File: config.mk
export PLATFORM = sky130hd
export DESIGN_NAME = card_sector_reader
export DESIGN_NICKNAME = d
export VERILOG_FILES = /design/src/rtl/csr_pkg.sv /design/src/rtl/csr_tick_gen.sv /design/src/rtl/csr_byte_pair.sv /design/src/rtl/card_sector_reader.sv
export SDC_FILE = /design/constraint.sdc
export NUM_CORES = 1
export LEC_CHECK = 0
export ABC_AREA = 1
export BUFFER_PORTS_ARGS = -buffer_cell sky130_fd_sc_hd__clkbuf_2
export CAP_MARGIN = 25
export CORE_MARGIN = 2
export CORE_UTILIZATION = 50
export DETAILED_ROUTE_END_ITERATION = 10
export PLACE_DENSITY_LB_ADDON = 0.25
export SETUP_SLACK_MARGIN = 0.3
export SLEW_MARGIN = 20
export SYNTH_ARGS = -nofsm -noshare
export SYNTH_HDL_FRONTEND = slang
export SYNTH_HIERARCHICAL = 1
export SYNTH_SLANG_ARGS = --single-unit
File: constraint.sdc
create_clock -name clk -period 3.6 [get_ports clk]
set_clock_uncertainty 0.05 [all_clocks]
set_input_delay 0.72 -clock clk [delete_from_list [all_inputs] [get_ports clk]]
set_output_delay 0.72 -clock clk [all_outputs]
set_load 0.02 [all_outputs]
File: src/rtl/csr_pkg.sv
package csr_pkg;
    localparam int BUS_AW = 7;
    localparam int BUS_DW = 16;
    localparam int LBA_W  = 24;
    localparam int CNT_W  = 8;

    localparam logic [BUS_AW-1:0] OFS_STATUS = 7'h04;
    localparam logic [BUS_AW-1:0] OFS_LBA_LO = 7'h10;
    localparam logic [BUS_AW-1:0] OFS_LBA_HI = 7'h12;
    localparam logic [BUS_AW-1:0] OFS_CMD    = 7'h14;
    localparam logic [BUS_AW-1:0] OFS_CTRL   = 7'h18;
    localparam logic [BUS_AW-1:0] OFS_DATA   = 7'h40;

    localparam int BIT_LOCKED = 1;
    localparam int BIT_CARD   = 4;
    localparam int BIT_BUFRDY = 5;
    localparam int BIT_CMDRDY = 8;

    localparam logic [BUS_DW-1:0] CTRL_TAKE = 16'h0002;
    localparam logic [BUS_DW-1:0] CTRL_RUN  = 16'h0082;
    localparam logic [BUS_DW-1:0] CTRL_FREE = 16'h0000;
    localparam logic [7:0]        CMD_READ_HI = 8'h03;

    typedef enum logic [1:0] {
        ERR_NONE      = 2'd0,
        ERR_NO_CARD   = 2'd1,
        ERR_LOCK      = 2'd2,
        ERR_NOT_READY = 2'd3
    } err_e;

    typedef enum logic [3:0] {
        S_IDLE, S_LOCK_WR, S_LOCK_RD, S_LOCK_WAIT,
        S_RDY_RD, S_RDY_WAIT, S_LBA_LO, S_LBA_HI,
        S_CMD, S_GO, S_BUF_RD, S_BUF_WAIT,
        S_DATA_GATE, S_DATA_RD, S_DRAIN, S_RELEASE
    } st_e;
endpackage

File: src/rtl/csr_tick_gen.sv
module csr_tick_gen #(
    parameter int DIV = 4
) (
    input  logic clk,
    input  logic rst_n,
    output logic tick_o
);
    localparam int W = (DIV > 1) ? $clog2(DIV) : 1;

    logic [W-1:0] cnt_d, cnt_q;

    always_comb begin
        tick_o = (cnt_q == W'(DIV - 1));
        cnt_d  = tick_o ? '0 : cnt_q + 1'b1;
    end

    always_ff @(posedge clk or negedge rst_n) begin
        if (!rst_n) cnt_q <= '0;
        else        cnt_q <= cnt_d;
    end
endmodule

File: src/rtl/csr_byte_pair.sv
module csr_byte_pair (
    input  logic        clk,
    input  logic        rst_n,
    input  logic        load_i,
    input  logic [15:0] word_i,
    output logic        valid_o,
    output logic [7:0]  data_o,
    input  logic        ready_i,
    output logic        empty_o
);
    typedef struct packed {
        logic [15:0] word;
        logic        hi;
        logic        valid;
    } pair_t;

    pair_t p_d, p_q;

    always_comb begin
        p_d = p_q;
        if (p_q.valid && ready_i) begin
            if (p_q.hi) p_d.valid = 1'b0;
            else        p_d.hi    = 1'b1;
        end
        if (load_i) begin
            p_d.word  = word_i;
            p_d.hi    = 1'b0;
            p_d.valid = 1'b1;
        end
    end

    always_ff @(posedge clk or negedge rst_n) begin
        if (!rst_n) p_q <= '0;
        else        p_q <= p_d;
    end

    assign valid_o = p_q.valid;
    assign data_o  = p_q.hi ? p_q.word[15:8] : p_q.word[7:0];
    assign empty_o = !p_q.valid;
endmodule

File: src/rtl/card_sector_reader.sv
module card_sector_reader
    import csr_pkg::*;
#(
    parameter int TICK_DIV          = 100000,
    parameter int LOCK_TRIES        = 11,
    parameter int LOCK_GAP          = 100,
    parameter int RDY_TRIES         = 2001,
    parameter int RDY_GAP           = 1,
    parameter int BUF_GAP           = 1,
    parameter int WORDS_PER_CHUNK   = 16,
    parameter int CHUNKS_PER_SECTOR = 16
) (
    input  logic        clk,
    input  logic        rst_n,
    input  logic        start_i,
    input  logic [23:0] lba_i,
    input  logic [7:0]  count_i,
    output logic        busy_o,
    output logic        done_o,
    output logic [1:0]  err_code_o,
    output logic [7:0]  sectors_o,
    output logic        bus_req_o,
    output logic        bus_we_o,
    output logic [6:0]  bus_addr_o,
    output logic [15:0] bus_wdata_o,
    input  logic        bus_ack_i,
    input  logic [15:0] bus_rdata_i,
    output logic        byte_valid_o,
    output logic [7:0]  byte_data_o,
    input  logic        byte_ready_i
);
    localparam int MAX_TRIES = (LOCK_TRIES > RDY_TRIES) ? LOCK_TRIES : RDY_TRIES;
    localparam int MAX_GAP_A = (LOCK_GAP > RDY_GAP) ? LOCK_GAP : RDY_GAP;
    localparam int MAX_GAP   = (MAX_GAP_A > BUF_GAP) ? MAX_GAP_A : BUF_GAP;
    localparam int TRY_W     = $clog2(MAX_TRIES + 1);
    localparam int GAP_W     = $clog2(MAX_GAP + 1);
    localparam int WORD_W    = (WORDS_PER_CHUNK > 1) ? $clog2(WORDS_PER_CHUNK) : 1;
    localparam int CH_W      = CNT_W + $clog2(CHUNKS_PER_SECTOR + 1);

    typedef struct packed {
        st_e                st;
        logic               req;
        logic               we;
        logic [BUS_AW-1:0]  addr;
        logic [BUS_DW-1:0]  wdata;
        logic [TRY_W-1:0]   tries;
        logic [GAP_W-1:0]   gap;
        logic [CH_W-1:0]    chunk;
        logic [WORD_W-1:0]  word;
        logic [LBA_W-1:0]   lba;
        logic [CNT_W-1:0]   cnt;
        err_e               err;
        logic               done;
        logic [CNT_W-1:0]   sectors;
    } ctl_t;

    ctl_t r_d, r_q;
    logic tick;
    logic acked;
    logic load;
    logic pair_empty;
    logic [CH_W-1:0] last_chunk;

    function automatic ctl_t go_bus(ctl_t s, st_e nxt, logic we,
                                    logic [BUS_AW-1:0] a, logic [BUS_DW-1:0] d);
        ctl_t t;
        t       = s;
        t.st    = nxt;
        t.req   = 1'b1;
        t.we    = we;
        t.addr  = a;
        t.wdata = d;
        return t;
    endfunction

    function automatic ctl_t park(ctl_t s, st_e nxt);
        ctl_t t;
        t     = s;
        t.st  = nxt;
        t.req = 1'b0;
        t.gap = '0;
        return t;
    endfunction

    csr_tick_gen #(.DIV(TICK_DIV)) u_tick (
        .clk    (clk),
        .rst_n  (rst_n),
        .tick_o (tick)
    );

    csr_byte_pair u_pair (
        .clk     (clk),
        .rst_n   (rst_n),
        .load_i  (load),
        .word_i  (bus_rdata_i),
        .valid_o (byte_valid_o),
        .data_o  (byte_data_o),
        .ready_i (byte_ready_i),
        .empty_o (pair_empty)
    );

    always_comb begin
        r_d        = r_q;
        r_d.done   = 1'b0;
        load       = 1'b0;
        acked      = r_q.req && bus_ack_i;
        last_chunk = CH_W'(r_q.cnt) * CH_W'(CHUNKS_PER_SECTOR) - 1'b1;
        case (r_q.st)
            S_IDLE: begin
                if (start_i) begin
                    r_d.lba   = lba_i;
                    r_d.cnt   = count_i;
                    r_d.err   = ERR_NONE;
                    r_d.tries = '0;
                    r_d       = go_bus(r_d, S_LOCK_WR, 1'b1, OFS_CTRL, CTRL_TAKE);
                end
            end
            S_LOCK_WR: begin
                if (acked) r_d = go_bus(r_q, S_LOCK_RD, 1'b0, OFS_STATUS, '0);
            end
            S_LOCK_RD: begin
                if (acked) begin
                    if (bus_rdata_i[BIT_LOCKED]) begin
                        r_d.tries = '0;
                        r_d       = go_bus(r_d, S_RDY_RD, 1'b0, OFS_STATUS, '0);
                    end else if (r_q.tries == TRY_W'(LOCK_TRIES - 1)) begin
                        r_d.err = bus_rdata_i[BIT_CARD] ? ERR_LOCK : ERR_NO_CARD;
                        r_d     = go_bus(r_d, S_RELEASE, 1'b1, OFS_CTRL, CTRL_FREE);
                    end else begin
                        r_d.tries = r_q.tries + 1'b1;
                        r_d       = park(r_d, S_LOCK_WAIT);
                    end
                end
            end
            S_LOCK_WAIT: begin
                if (tick) begin
                    if (r_q.gap == GAP_W'(LOCK_GAP - 1))
                        r_d = go_bus(r_q, S_LOCK_RD, 1'b0, OFS_STATUS, '0);
                    else
                        r_d.gap = r_q.gap + 1'b1;
                end
            end
            S_RDY_RD: begin
                if (acked) begin
                    if (!bus_rdata_i[BIT_CARD]) begin
                        r_d.err = ERR_NO_CARD;
                        r_d     = go_bus(r_d, S_RELEASE, 1'b1, OFS_CTRL, CTRL_FREE);
                    end else if (bus_rdata_i[BIT_CMDRDY]) begin
                        r_d = go_bus(r_q, S_LBA_LO, 1'b1, OFS_LBA_LO, r_q.lba[15:0]);
                    end else if (r_q.tries == TRY_W'(RDY_TRIES - 1)) begin
                        r_d.err = ERR_NOT_READY;
                        r_d     = go_bus(r_d, S_RELEASE, 1'b1, OFS_CTRL, CTRL_FREE);
                    end else begin
                        r_d.tries = r_q.tries + 1'b1;
                        r_d       = park(r_d, S_RDY_WAIT);
                    end
                end
            end
            S_RDY_WAIT: begin
                if (tick) begin
                    if (r_q.gap == GAP_W'(RDY_GAP - 1))
                        r_d = go_bus(r_q, S_RDY_RD, 1'b0, OFS_STATUS, '0);
                    else
                        r_d.gap = r_q.gap + 1'b1;
                end
            end
            S_LBA_LO: begin
                if (acked)
                    r_d = go_bus(r_q, S_LBA_HI, 1'b1, OFS_LBA_HI, {8'h00, r_q.lba[23:16]});
            end
            S_LBA_HI: begin
                if (acked)
                    r_d = go_bus(r_q, S_CMD, 1'b1, OFS_CMD, {CMD_READ_HI, r_q.cnt});
            end
            S_CMD: begin
                if (acked) r_d = go_bus(r_q, S_GO, 1'b1, OFS_CTRL, CTRL_RUN);
            end
            S_GO: begin
                if (acked) begin
                    r_d.chunk = '0;
                    if (r_q.cnt == '0)
                        r_d = go_bus(r_d, S_RELEASE, 1'b1, OFS_CTRL, CTRL_FREE);
                    else
                        r_d = go_bus(r_d, S_BUF_RD, 1'b0, OFS_STATUS, '0);
                end
            end
            S_BUF_RD: begin
                if (acked) begin
                    if (bus_rdata_i[BIT_BUFRDY]) begin
                        r_d.word = '0;
                        r_d      = park(r_d, S_DATA_GATE);
                    end else begin
                        r_d = park(r_q, S_BUF_WAIT);
                    end
                end
            end
            S_BUF_WAIT: begin
                if (tick) begin
                    if (r_q.gap == GAP_W'(BUF_GAP - 1))
                        r_d = go_bus(r_q, S_BUF_RD, 1'b0, OFS_STATUS, '0);
                    else
                        r_d.gap = r_q.gap + 1'b1;
                end
            end
            S_DATA_GATE: begin
                if (pair_empty) r_d = go_bus(r_q, S_DATA_RD, 1'b0, OFS_DATA, '0);
            end
            S_DATA_RD: begin
                if (acked) begin
                    load = 1'b1;
                    if (r_q.word == WORD_W'(WORDS_PER_CHUNK - 1)) begin
                        if (r_q.chunk == last_chunk) begin
                            r_d = park(r_q, S_DRAIN);
                        end else begin
                            r_d.chunk = r_q.chunk + 1'b1;
                            r_d       = go_bus(r_d, S_BUF_RD, 1'b0, OFS_STATUS, '0);
                        end
                    end else begin
                        r_d.word = r_q.word + 1'b1;
                        r_d      = park(r_d, S_DATA_GATE);
                    end
                end
            end
            S_DRAIN: begin
                if (pair_empty) r_d = go_bus(r_q, S_RELEASE, 1'b1, OFS_CTRL, CTRL_FREE);
            end
            S_RELEASE: begin
                if (acked) begin
                    r_d         = park(r_q, S_IDLE);
                    r_d.done    = 1'b1;
                    r_d.sectors = (r_q.err == ERR_NONE) ? r_q.cnt : '0;
                end
            end
            default: r_d = park(r_q, S_IDLE);
        endcase
    end

    always_ff @(posedge clk or negedge rst_n) begin
        if (!rst_n) r_q <= '0;
        else        r_q <= r_d;
    end

    assign busy_o      = (r_q.st != S_IDLE);
    assign done_o      = r_q.done;
    assign err_code_o  = r_q.err;
    assign sectors_o   = r_q.sectors;
    assign bus_req_o   = r_q.req;
    assign bus_we_o    = r_q.we;
    assign bus_addr_o  = r_q.addr;
    assign bus_wdata_o = r_q.wdata;
endmodule

==> results.md, run 1 <==
* Status: finished, final reports clean
* Final min period at 2.97 ns
* Leading area contributor after synthesis: dfrtp_1
* Detail Route Antenna Nets at 0
* Top cells by area, synth: dfrtp_1 (41%), nand2_1 (16%), nand3_1 (7.1%)
* Total wire length at ~22 mm
* Crit-path slowest cell: dfrtp_1
* Synth Cell Area at 8570 sq um
* Initial antenna violation count at 0
* Pint at around 2.5 mW
* Leading cell type in the layout, fill and taps excluded: nand2_1
* Layout Area Growth over Synthesis at 12.3%
* Area after DPL at 8990 sq um
* Horiz. Die Dim at approximately 130 microns
* Total track usage at 0.252
* Mean area per synthesized cell at ~7.0 sq um
* Switching pwr at approximately 0.89 mW
* Wirelength per Cell at between 10 and 15 microns
* Hold Vio Cnt, Final at 0
* Final GP Congestion at ~0.95
* Worst min-delay path class: in2async
* Die Ht at ~130 microns
* Sw Ratio at 0.261
* CTS tree: yes
* Root buf cell: clkbuf_16
* First-pass GRT wire length at 36.4 mm
* Sequential fraction of design power at 0.455
* Fill cells at between 1,500 and 2,000
* First-pass DRT Iterations at 5
* Core Region at between 15,000 and 20,000 sq um
* Starting Density at 0.513
* Setup TNS at 0 ns
* Max Fclk at between 0.3 and 0.4 GHz
* Hold_buf cts at 0
* Crit path required time at 3.87 ns
* Power Density at 356 nW/um^2
* Synth top area share at 0.406
* Crit path launch type: flip-flop
* Dominant synthesized flop cell: dfrtp_1
* Diode count at 0
* Leakage at 5.21 nW
* CP Data Arrival Time at between 3 and 4 ns
* Yosys reg bits at 139
* CP Max Fanout at 22
* Worst Max-Slew Pin Slew at between 0.5 and 0.6 ns
* Worst-skew pair later-pin latency at between 0.4 and 0.5 ns
* Most frequent cells in the layout: nand2_1 (361), inv_1 (155), dfrtp_1 (139), nand3_1 (122), nor2_1 (114)
* Setup-failing EPs final at 0
* DRC Markers at 0
* Worst Setup End Kind: flip-flop
* Crit share post-route at 0.826
* PortBufs at 96
* CTS Buffer Depth at 2
* Hpwl dp at between 15 and 20 mm
* Cell count after synthesis at around 1,200
* Vias in the first global route at 7,318
* H-tree Lvls at 4
* Buf/Inv on CP at 3
* Post-layout total power at around 3.4 mW
* Routed vias at ~8,000
* Max Cap Viol at 0
* Clock sink count at 139
* Gate power share at 0.021
* CP max stage delay at roughly 0.4 ns
* Std-Cell Rows at 47
* Rel. slew slack at 0.597
* DRT iter0 DRCs at 788
* Routed vias/inst at 5.26
* NumNets Final at about 1,300
* Inserted Clock Buffers at 17
* Peak VDD IR at ~0.32 mV
* Die area at ~18,000 sq um
* Asr flop ratio synth at 1.00
* Share of cells above drive strength 1 at 0.146
* Largest net degree at the start of global routing at between 60 and 70
* Design Area, Final at roughly 9600 sq um
* RSZ-0062 raised after global routing: false
* Worst-path cell chain: ha_1 -> nand2_2 -> nor2_2 -> inv_1 -> nor2_2 -> nand2_2 -> clkinv_2 -> inv_1 -> nand2_1 -> o21ai_0 -> nor2_1 -> nand3_1 -> nor2_2 -> nand3_4 -> nand2_1 -> nand2_1
* GRT overflow at 0
* Clock transition at path regs at ~0.070 ns
* Seq/Total Area, Yosys at 0.406
* Distinct cells, synth at between 40 and 50
* Cell family with most CP delay: simple AND/OR/NAND/NOR gates
* Synth warn at 6
* Crit path kind: reg2reg
* Clock power share at 0.523
* Final Max Tran Viols at 0
* Io pins at 99
* Post-synth EDFFs at 0
## worst paths after layout
check	startpoint	to	slack [ns]	cells after the start
worst min register to register	u_pair/p_q[15]$_DFFE_PN0P_	u_pair/p_q[15]$_DFFE_PN0P_	0.42	2
max in group asynchronous	rst_n	r_q[105]$_DFFE_PN0P_	2.60	2
min in group clk	u_pair/p_q[15]$_DFFE_PN0P_	u_pair/p_q[15]$_DFFE_PN0P_	0.42	2
worst max-delay path	u_tick/cnt_q[0]$_DFF_PN0_	bus_wdata_o[5]$_DFFE_PN0P_	0.63	16
worst min-delay path	rst_n	r_q[46]$_DFFE_PN0P_	0.17	1
worst max register to register	u_tick/cnt_q[0]$_DFF_PN0_	bus_wdata_o[5]$_DFFE_PN0P_	0.63	16
## logic make-up after synthesis
logic type / after synthesis / share of synthesized area
adder cells (fa/ha/maj): 9 / 0.0131
other: 1 / 0.000437
AND/OR/NAND/NOR: 700 / 0.357
flip-flops: 139 / 0.406
XOR/XNOR: 13 / 0.0133
AO/OA/AOI/OAI: 135 / 0.0877
buffers and inverters: 224 / 0.123
## metal layers
metal,vias to the layer above,share of wire,global-route usage
li1,4002,-,-
met1,3734,0.47,0.363
met2,227,0.46,0.381
met3,38,0.052,0.0533
met4,0,0.020,0.0833
met5,-,0,0
## per-stage QoR
step           setup WS, ns  std cells  utilization  hold WS, ns
6_report              0.625       1520        0.576        0.167
5_1_grt               0.319       1520        0.576        0.195
4_1_cts               0.519       1520        0.576        0.177
3_5_place_dp          0.533       1488        0.538        0.410
3_3_place_gp          0.695       1488        0.538        0.406
2_1_floorplan         0.969       1222            -        0.374
## power by group through the flow
stage          registers [mW]  clock network [mW]  logic, mW
3_3_place_gp             1.59                   0     0.0764
3_5_place_dp             1.59                   0     0.0762
4_1_cts                  1.56                1.82     0.0762
5_1_grt                  1.56                1.88     0.0836
2_1_floorplan            1.59                   0    0.00762
6_report                 1.56                1.79     0.0736
## cells in the mapped netlist (all sizes together), types with 2 or more instances
cell type	count
o22ai	7
buf	48
nor3	22
or2	4
xor2	10
o2111ai	2
nor4	3
nand3b	5
xnor2	3
nand2	373
o21bai	2
dfrtp	139
ha	9
and2	2
o21ai	89
clkinv	5
clkbuf	11
nand4	35
nand3	124
a21oi	25
nor2	132
o211ai	3
inv	160
o31ai	2
## cell type report
| cell class | count | area, sq um | area share |
|---|---|---|---|
| clock buffers | 17 | 425 | 0.0442 |
| clock inverters | 15 | 201 | 0.0209 |
| inverters | 165 | 621 | 0.0645 |
| multi-input cells | 859 | 4060 | 0.421 |
| flip-flops and latches | 139 | 3480 | 0.361 |
| well taps | 220 | 275 | 0.0286 |
| repair buffers | 105 | 571 | 0.0593 |
## flip-flops by register name (all words and copies together) (netlist names), 2 cells and up
name,cells
err_code_o,2
u_tick/cnt_q,17
u_pair/p_q,17
sectors_o,8
bus_addr_o,5
bus_wdata_o,16
r_q,71
## worst reg2reg max path, cell delays in order (launching register included)
cell and delay (ns):
dfrtp_1 0.41, ha_1 0.23, nand2_2 0.09, nor2_2 0.11, inv_1 0.06, nor2_2 0.08, nand2_2 0.10, clkinv_2 0.18
inv_1 0.16, nand2_1 0.17, o21ai_0 0.10, nor2_1 0.21, nand3_1 0.13, nor2_2 0.28, nand3_4 0.28, nand2_1 0.15
nand2_1 0.08
## timing repair
item,in CTS,in global routing
gates resized for setup,0,2
buffers inserted,0,0
setup endpoints to repair,0,24
Power figures use the tool's default switching activity.
==> run 2: changes to the inputs <==
clock period = 2.8 ns   (was 3.6 ns; I/O delays follow)
==> run 2 against run 1 <==
  * Flip-flop and latch count stayed put
  * Wire length is 6.4% higher
  * Non-clock buffer count is 37 higher
  * Hold slack worse by 0.12 ns
  * Clock power is 34% higher
  * Register-to-register slack worse by 0.27 ns
  * Combinational power is 31% higher
  * Count of clock-buffer cells in the layout stayed put
  * Highest routed layer unchanged
==> results.md, run 2 (synthesis gave the netlist of run 1 again) <==
* Reg-to-Reg End: bus_wdata_o[2]$_DFFE_PN0P_
* Crit path required time at roughly 3.1 ns
* Switching pwr at between 1 and 1.5 mW
* CP Max Fanout at 7
* Non-Filler Instances at about 1,600
* Routed vias at approximately 8,200
* Max Cap Viol at 0
* Crit path depth at 9
* Share of cells above drive strength 1 at 0.193
* Starting Density at 0.513
* Cell family with most CP delay: simple AND/OR/NAND/NOR gates
* Final Max Tran Viols at 0
* Placement Setup Slack at roughly 0.11 ns
* Hold_buf cts at 0
* Clock sink count at roughly 140
* Initial antenna violation count at 0
* Sequential fraction of design power at 0.446
* R2r startpoint: r_q[104]$_DFFE_PN0P_
* Hpwl dp at between 15 and 20 mm
* Placed insts at about 1,500
* Horiz. Die Dim at between 100 and 150 microns
* Pint at roughly 3.4 mW
* Crit share post-route at 0.874
* Worst Setup End Kind: flip-flop
* Setup slack, reg-to-reg at ~0.35 ns
* Worst Max-Slew Pin Slew at around 0.55 ns
* Die Ht at 135 microns
* Largest regs: r_q x71, u_pair/p_q x17, u_tick/cnt_q x17
* Detail Route Antenna Nets at 0
* DRT iter0 DRCs at 711
* Largest net degree at the start of global routing at 58
* Largest register FFs at 71
* Wirelength per Cell at 15.2 microns
* Gate power share at 0.021
* Diode count at 0
* Buf/Inv on CP at 2
* Power Density at 443 nW/um^2
* Final worst setup slack at roughly 0.35 ns
* Setup-failing EPs final at 0
* RSZ-0062 raised after global routing: true
* H-tree Lvls at 4
* NumNets Final at 1,386
* Clock transition at path regs at about 0.070 ns
* Worst-path cell chain: nor2_1 -> inv_1 -> nor2_4 -> nand2_1 -> nor2_1 -> inv_1 -> o22ai_1 -> a21oi_1 -> nand2_1
* Io pins at ~100
* Leakage at between 5 and 6 nW
* Worst-case reg-to-reg path depth at 9
* First-pass DRT Iterations at 7
* Peak VDD IR at ~0.44 mV
* Inserted Clock Buffers at 17
* Setup TNS at 0 ns
* Std-Cell Rows at 47
* Final min period at about 2.4 ns
* Hold Vio Cnt, Final at 0
* Vias in the first global route at 7,807
* CTS Buffer Depth at 2
* GRT overflow at 0
* Rel. slew slack at 0.633
* Final GP Congestion at approximately 1
* Routed vias/inst at 5.30
* Total wire length at roughly 24 mm
* DRC Markers at 0
* Die area at between 15,000 and 20,000 sq um
* CP Data Arrival Time at 2.77 ns
* Total track usage at 0.265
* Sw Ratio at 0.242
* Root buf cell: clkbuf_16
* Core Region at roughly 17,000 sq um
* CP max stage delay at around 0.45 ns
* Max Fclk at around 0.4 GHz
* CTS tree: yes
* Leading cell type in the layout, fill and taps excluded: nand2_1
* Clock power share at 0.532
* Crit-path slowest cell: nor2_1
* Worst min-delay path class: in2async
* Layout Area Growth over Synthesis at 18.4%
* PortBufs at 96
* Status: finished, final reports clean
* Crit path launch type: flip-flop
* Critical Path End: bus_wdata_o[2]$_DFFE_PN0P_
* Critical Path Source: r_q[104]$_DFFE_PN0P_
* Crit path kind: reg2reg
* Biggest register: r_q
* Worst-skew pair later-pin latency at around 0.43 ns
* Post-layout total power at ~4.5 mW
* Most frequent cells in the layout: nand2_1 (345), inv_1 (153), dfrtp_1 (139), nand3_1 (118), nor2_1 (108)
* First-pass GRT wire length at between 30 and 40 mm
run 2: per-layer routing:
layer	track usage	wire length [microns]	up-vias
li1	-	-	4085
met1	0.373	10900	3869
met2	0.417	11000	257
met3	0.0578	1350	37
met4	0.0700	367	0
met5	0	0	-
run 2: layout make-up:
class / count / area (sq um)
clock inverter: 15 / 200
tap: 220 / 275
timing repair buffer: 142 / 965
multi-input combinational: 859 / 4190
sequential: 139 / 3480
clock buffer: 17 / 425
inverter: 165 / 622
fill: 1539 / 6550
run 2: through the flow:
step                cell area (sq um)  hold slack (ns)   util
finish                          10200           0.0513  0.608
global route                    10200           0.0883  0.608
CTS                              9960           0.0704  0.596
global placement                 9120            0.406  0.546
floorplan                        8590            0.214      -
detailed placement               9120            0.411  0.546
run 2: power by group through the flow:
stage               logic [mW]  clock network (mW)  registers [mW]
floorplan              0.00979                   0            2.05
global placement        0.0992                   0            2.05
detailed placement       0.100                   0            2.05
CTS                      0.100                2.43            2.01
global route             0.110                2.53            2.01
finish                  0.0967                2.40            2.01
run 2: worst min-delay path by stage:
stage	from	end	cells past startpoint
after CTS	rst_n	u_tick/cnt_q[12]$_DFF_PN0_	1
final	rst_n	u_tick/cnt_q[12]$_DFF_PN0_	1
after global placement	r_q[33]$_DFFE_PN0P_	bus_wdata_o[14]$_DFFE_PN0P_	2
after floorplan	rst_n	bus_addr_o[1]$_DFFE_PN0P_	0
after detailed placement	u_pair/p_q[14]$_DFFE_PN0P_	u_pair/p_q[14]$_DFFE_PN0P_	2
after global routing	rst_n	u_pair/p_q[5]$_DFFE_PN0P_	1
run 2: repair_timing:
item | 4_1_cts | 5_1_grt
endpoints found under the setup margin | 55 | 91
buffers inserted | 11 | 7
cloned | 3 | 1
gates resized for setup | 11 | 43
pin swaps | 5 | 9
endpoints found under the hold margin | 0 | 0
==> run 3: changes to the inputs <==
CELL_PAD_IN_SITES_DETAIL_PLACEMENT = 1   (was default)
CELL_PAD_IN_SITES_GLOBAL_PLACEMENT = 2   (was default)
CORE_UTILIZATION = 33   (was 50)
==> run 3 against run 2 <==
  * Sequential share of layout area fell by 1.2 points
  * Via count up 1.4%
  * Critical path type unchanged
  * Register-to-register slack got worse by 0.08 ns
  * Die area up 50%
==> results.md, run 3 (synthesis gave the netlist of run 1 again) <==
* Status: finished, final reports clean
* Gate power share at 0.023
* Initial antenna violation count at 0
* Routed vias/inst at 4.98
* Pint at 3.26 mW
* Worst-case reg-to-reg path depth at 20
* Die Ht at roughly 170 microns
* Largest regs: r_q x71, u_pair/p_q x17, u_tick/cnt_q x17
* Wirelength per Cell at between 15 and 20 microns
* Leading cell type in the layout, fill and taps excluded: nand2_1
* Clock power share at 0.525
* Switching pwr at approximately 1.2 mW
* Power Density at ~420 nW/um^2
* Max Cap Viol at 0
* RSZ-0062 raised after global routing: true
* Vias in the first global route at roughly 8,500
* First-pass GRT wire length at 45.3 mm
* Root buf cell: clkbuf_16
* Worst-skew pair later-pin latency at between 0.4 and 0.5 ns
* Crit path kind: reg2reg
* CP Max Fanout at 7
* Max Fclk at a little under 0.4 GHz
* Std-Cell Rows at 58
* Total track usage at 0.213
* Sw Ratio at 0.267
* Starting Density at 0.339
* Rel. slew slack at 0.644
* DRC Markers at 0
* Clock sink count at ~140
* Layout Area Growth over Synthesis at 22.9%
* Final GP Congestion at ~0.97
* Worst Setup End Kind: flip-flop
* CP Data Arrival Time at between 2 and 3 ns
* Peak VDD IR at approximately 0.31 mV
* NumNets Final at around 1,400
* Crit path launch type: flip-flop
* Core Region at about 25,000 sq um
* Io pins at 99
* Setup-failing EPs final at 0
* Horiz. Die Dim at 165 microns
* Clock transition at path regs at roughly 0.070 ns
* Hold path depth at 3
* Worst min-delay path class: in2reg
* Final min period at approximately 2.5 ns
* Routed vias at ~8,400
* Crit path required time at ~3 ns
* Die area at around 27,000 sq um
* GRT overflow at 0
* DRT iter0 DRCs at 391
* Setup TNS at 0 ns
* Area after DPL at around 9300 sq um
* Biggest register: r_q
* Inserted Clock Buffers at 17
* Hpwl dp at slightly above 20 mm
* Diode count at 0
* Final Max Tran Viols at 0
* Leakage at 5.54 nW
* PortBufs at between 90 and 100
* CTS tree: yes
* Fill cells at 3,190
* Register area at between 3000 and 4000 sq um
* H-tree Lvls at 4
* CTS Buffer Depth at 2
* Design Area, Final at 10,500 sq um
* Share of cells above drive strength 1 at 0.202
* Area occupied by multi-input gates at around 4200 sq um
* Worst Max-Slew Pin Slew at 0.532 ns
* Largest register FFs at 71
* Hold Vio Cnt, Final at 0
* Crit share post-route at 0.903
* Largest net degree at the start of global routing at 57
* Total wire length at ~28 mm
* First-pass DRT Iterations at 5
* Detail Route Antenna Nets at 0
* Most frequent cells in the layout: nand2_1 (341), inv_1 (152), dfrtp_1 (139), nand3_1 (120), nor2_1 (108)
* Sequential fraction of design power at 0.451
==> run 3: changes by cell type in the layout (fill, tap and decap cells not counted), sizes merged <==
cell	change
buf	+13
bufbuf	-1
bufinv	-2
clkinv	+6
dlygate4sd3	+1
inv	-4
==> run 3: final timing paths <==
path | startpoint | endpoint | slack, ns
max in group asynchronous | rst_n | bus_addr_o[2]$_DFFE_PN0P_ | 1.47
setup reg to reg | u_tick/cnt_q[1]$_DFF_PN0_ | r_q[55]$_DFFE_PN0P_ | 0.27
hold / removal | bus_rdata_i[15] | u_pair/p_q[17]$_DFFE_PN0P_ | 0.28
setup / recovery | u_tick/cnt_q[1]$_DFF_PN0_ | r_q[55]$_DFFE_PN0P_ | 0.27
min in group asynchronous | rst_n | u_tick/cnt_q[6]$_DFF_PN0_ | 0.56
hold reg to reg | u_pair/p_q[13]$_DFFE_PN0P_ | u_pair/p_q[13]$_DFFE_PN0P_ | 0.42
==> run 3: metal layers <==
layer / vias to the layer above / wire [microns] / global-route usage
met4: 0 / 457 / 0.0605
met5: - / 0 / 0
li1: 4120 / - / -
met1: 4087 / 13700 / 0.300
met3: 28 / 1010 / 0.0307
met2: 127 / 13200 / 0.342
==> run 3: worst max-delay path: stages (launching register included) <==
cell and delay, ns:
dfrtp_1 0.39, ha_2 0.20, nand2_2 0.10, nor2_4 0.05, inv_2 0.04, nor2_2 0.03
nand2_2 0.09, clkinv_4 0.06, buf_12 0.13, nand2_8 0.07, nand2_4 0.06, nor3_4 0.15
buf_6 0.12, buf_6 0.08, buf_6 0.08, nand4_1 0.08, nor2_1 0.16, nand3_2 0.15
buf_8 0.21, nand2_2 0.05, nand2_1 0.05
==> run 3: final cells by class <==
type                       count  share of cell area
clock buffer                  17              0.0404
clock inverter                15              0.0182
inverter                     165              0.0592
multi-input combinational    859               0.398
sequential                   139               0.330
tap                          330              0.0392
timing repair buffer         155               0.115
==> run 3: timing repair <==
item	4_1_cts	5_1_grt
pin swaps	3	10
cloned	5	1
buffers inserted	13	10
hold endpoints to repair	6	0
gates resized for setup	20	43
setup endpoints to repair	71	80
hold buffers	1	0
==> run 3: power groups by stage <==
stage	Combinational [mW]	Sequential [mW]	Clock, mW
6_report	0.104	2.01	2.33
5_1_grt	0.117	2.01	2.49
4_1_cts	0.109	2.01	2.41
3_5_place_dp	0.108	2.05	0
3_3_place_gp	0.108	2.05	0
2_1_floorplan	0.00979	2.05	0
==> run 3: stage by stage <==
| step | hold slack, ns | util | power (mW) | cells | setup WS [ns] |
|---|---|---|---|---|---|
| floorplan | 0.214 | - | 2.06 | 1222 | 0.297 |
| global placement | 0.405 | 0.369 | 2.15 | 1618 | 0.175 |
| detailed placement | 0.409 | 0.369 | 2.15 | 1618 | 0.141 |
| CTS | 0.260 | 0.407 | 4.52 | 1669 | 0.304 |
| global route | 0.288 | 0.416 | 4.61 | 1680 | 0.143 |
| finish | 0.276 | 0.416 | 4.44 | 1680 | 0.272 |
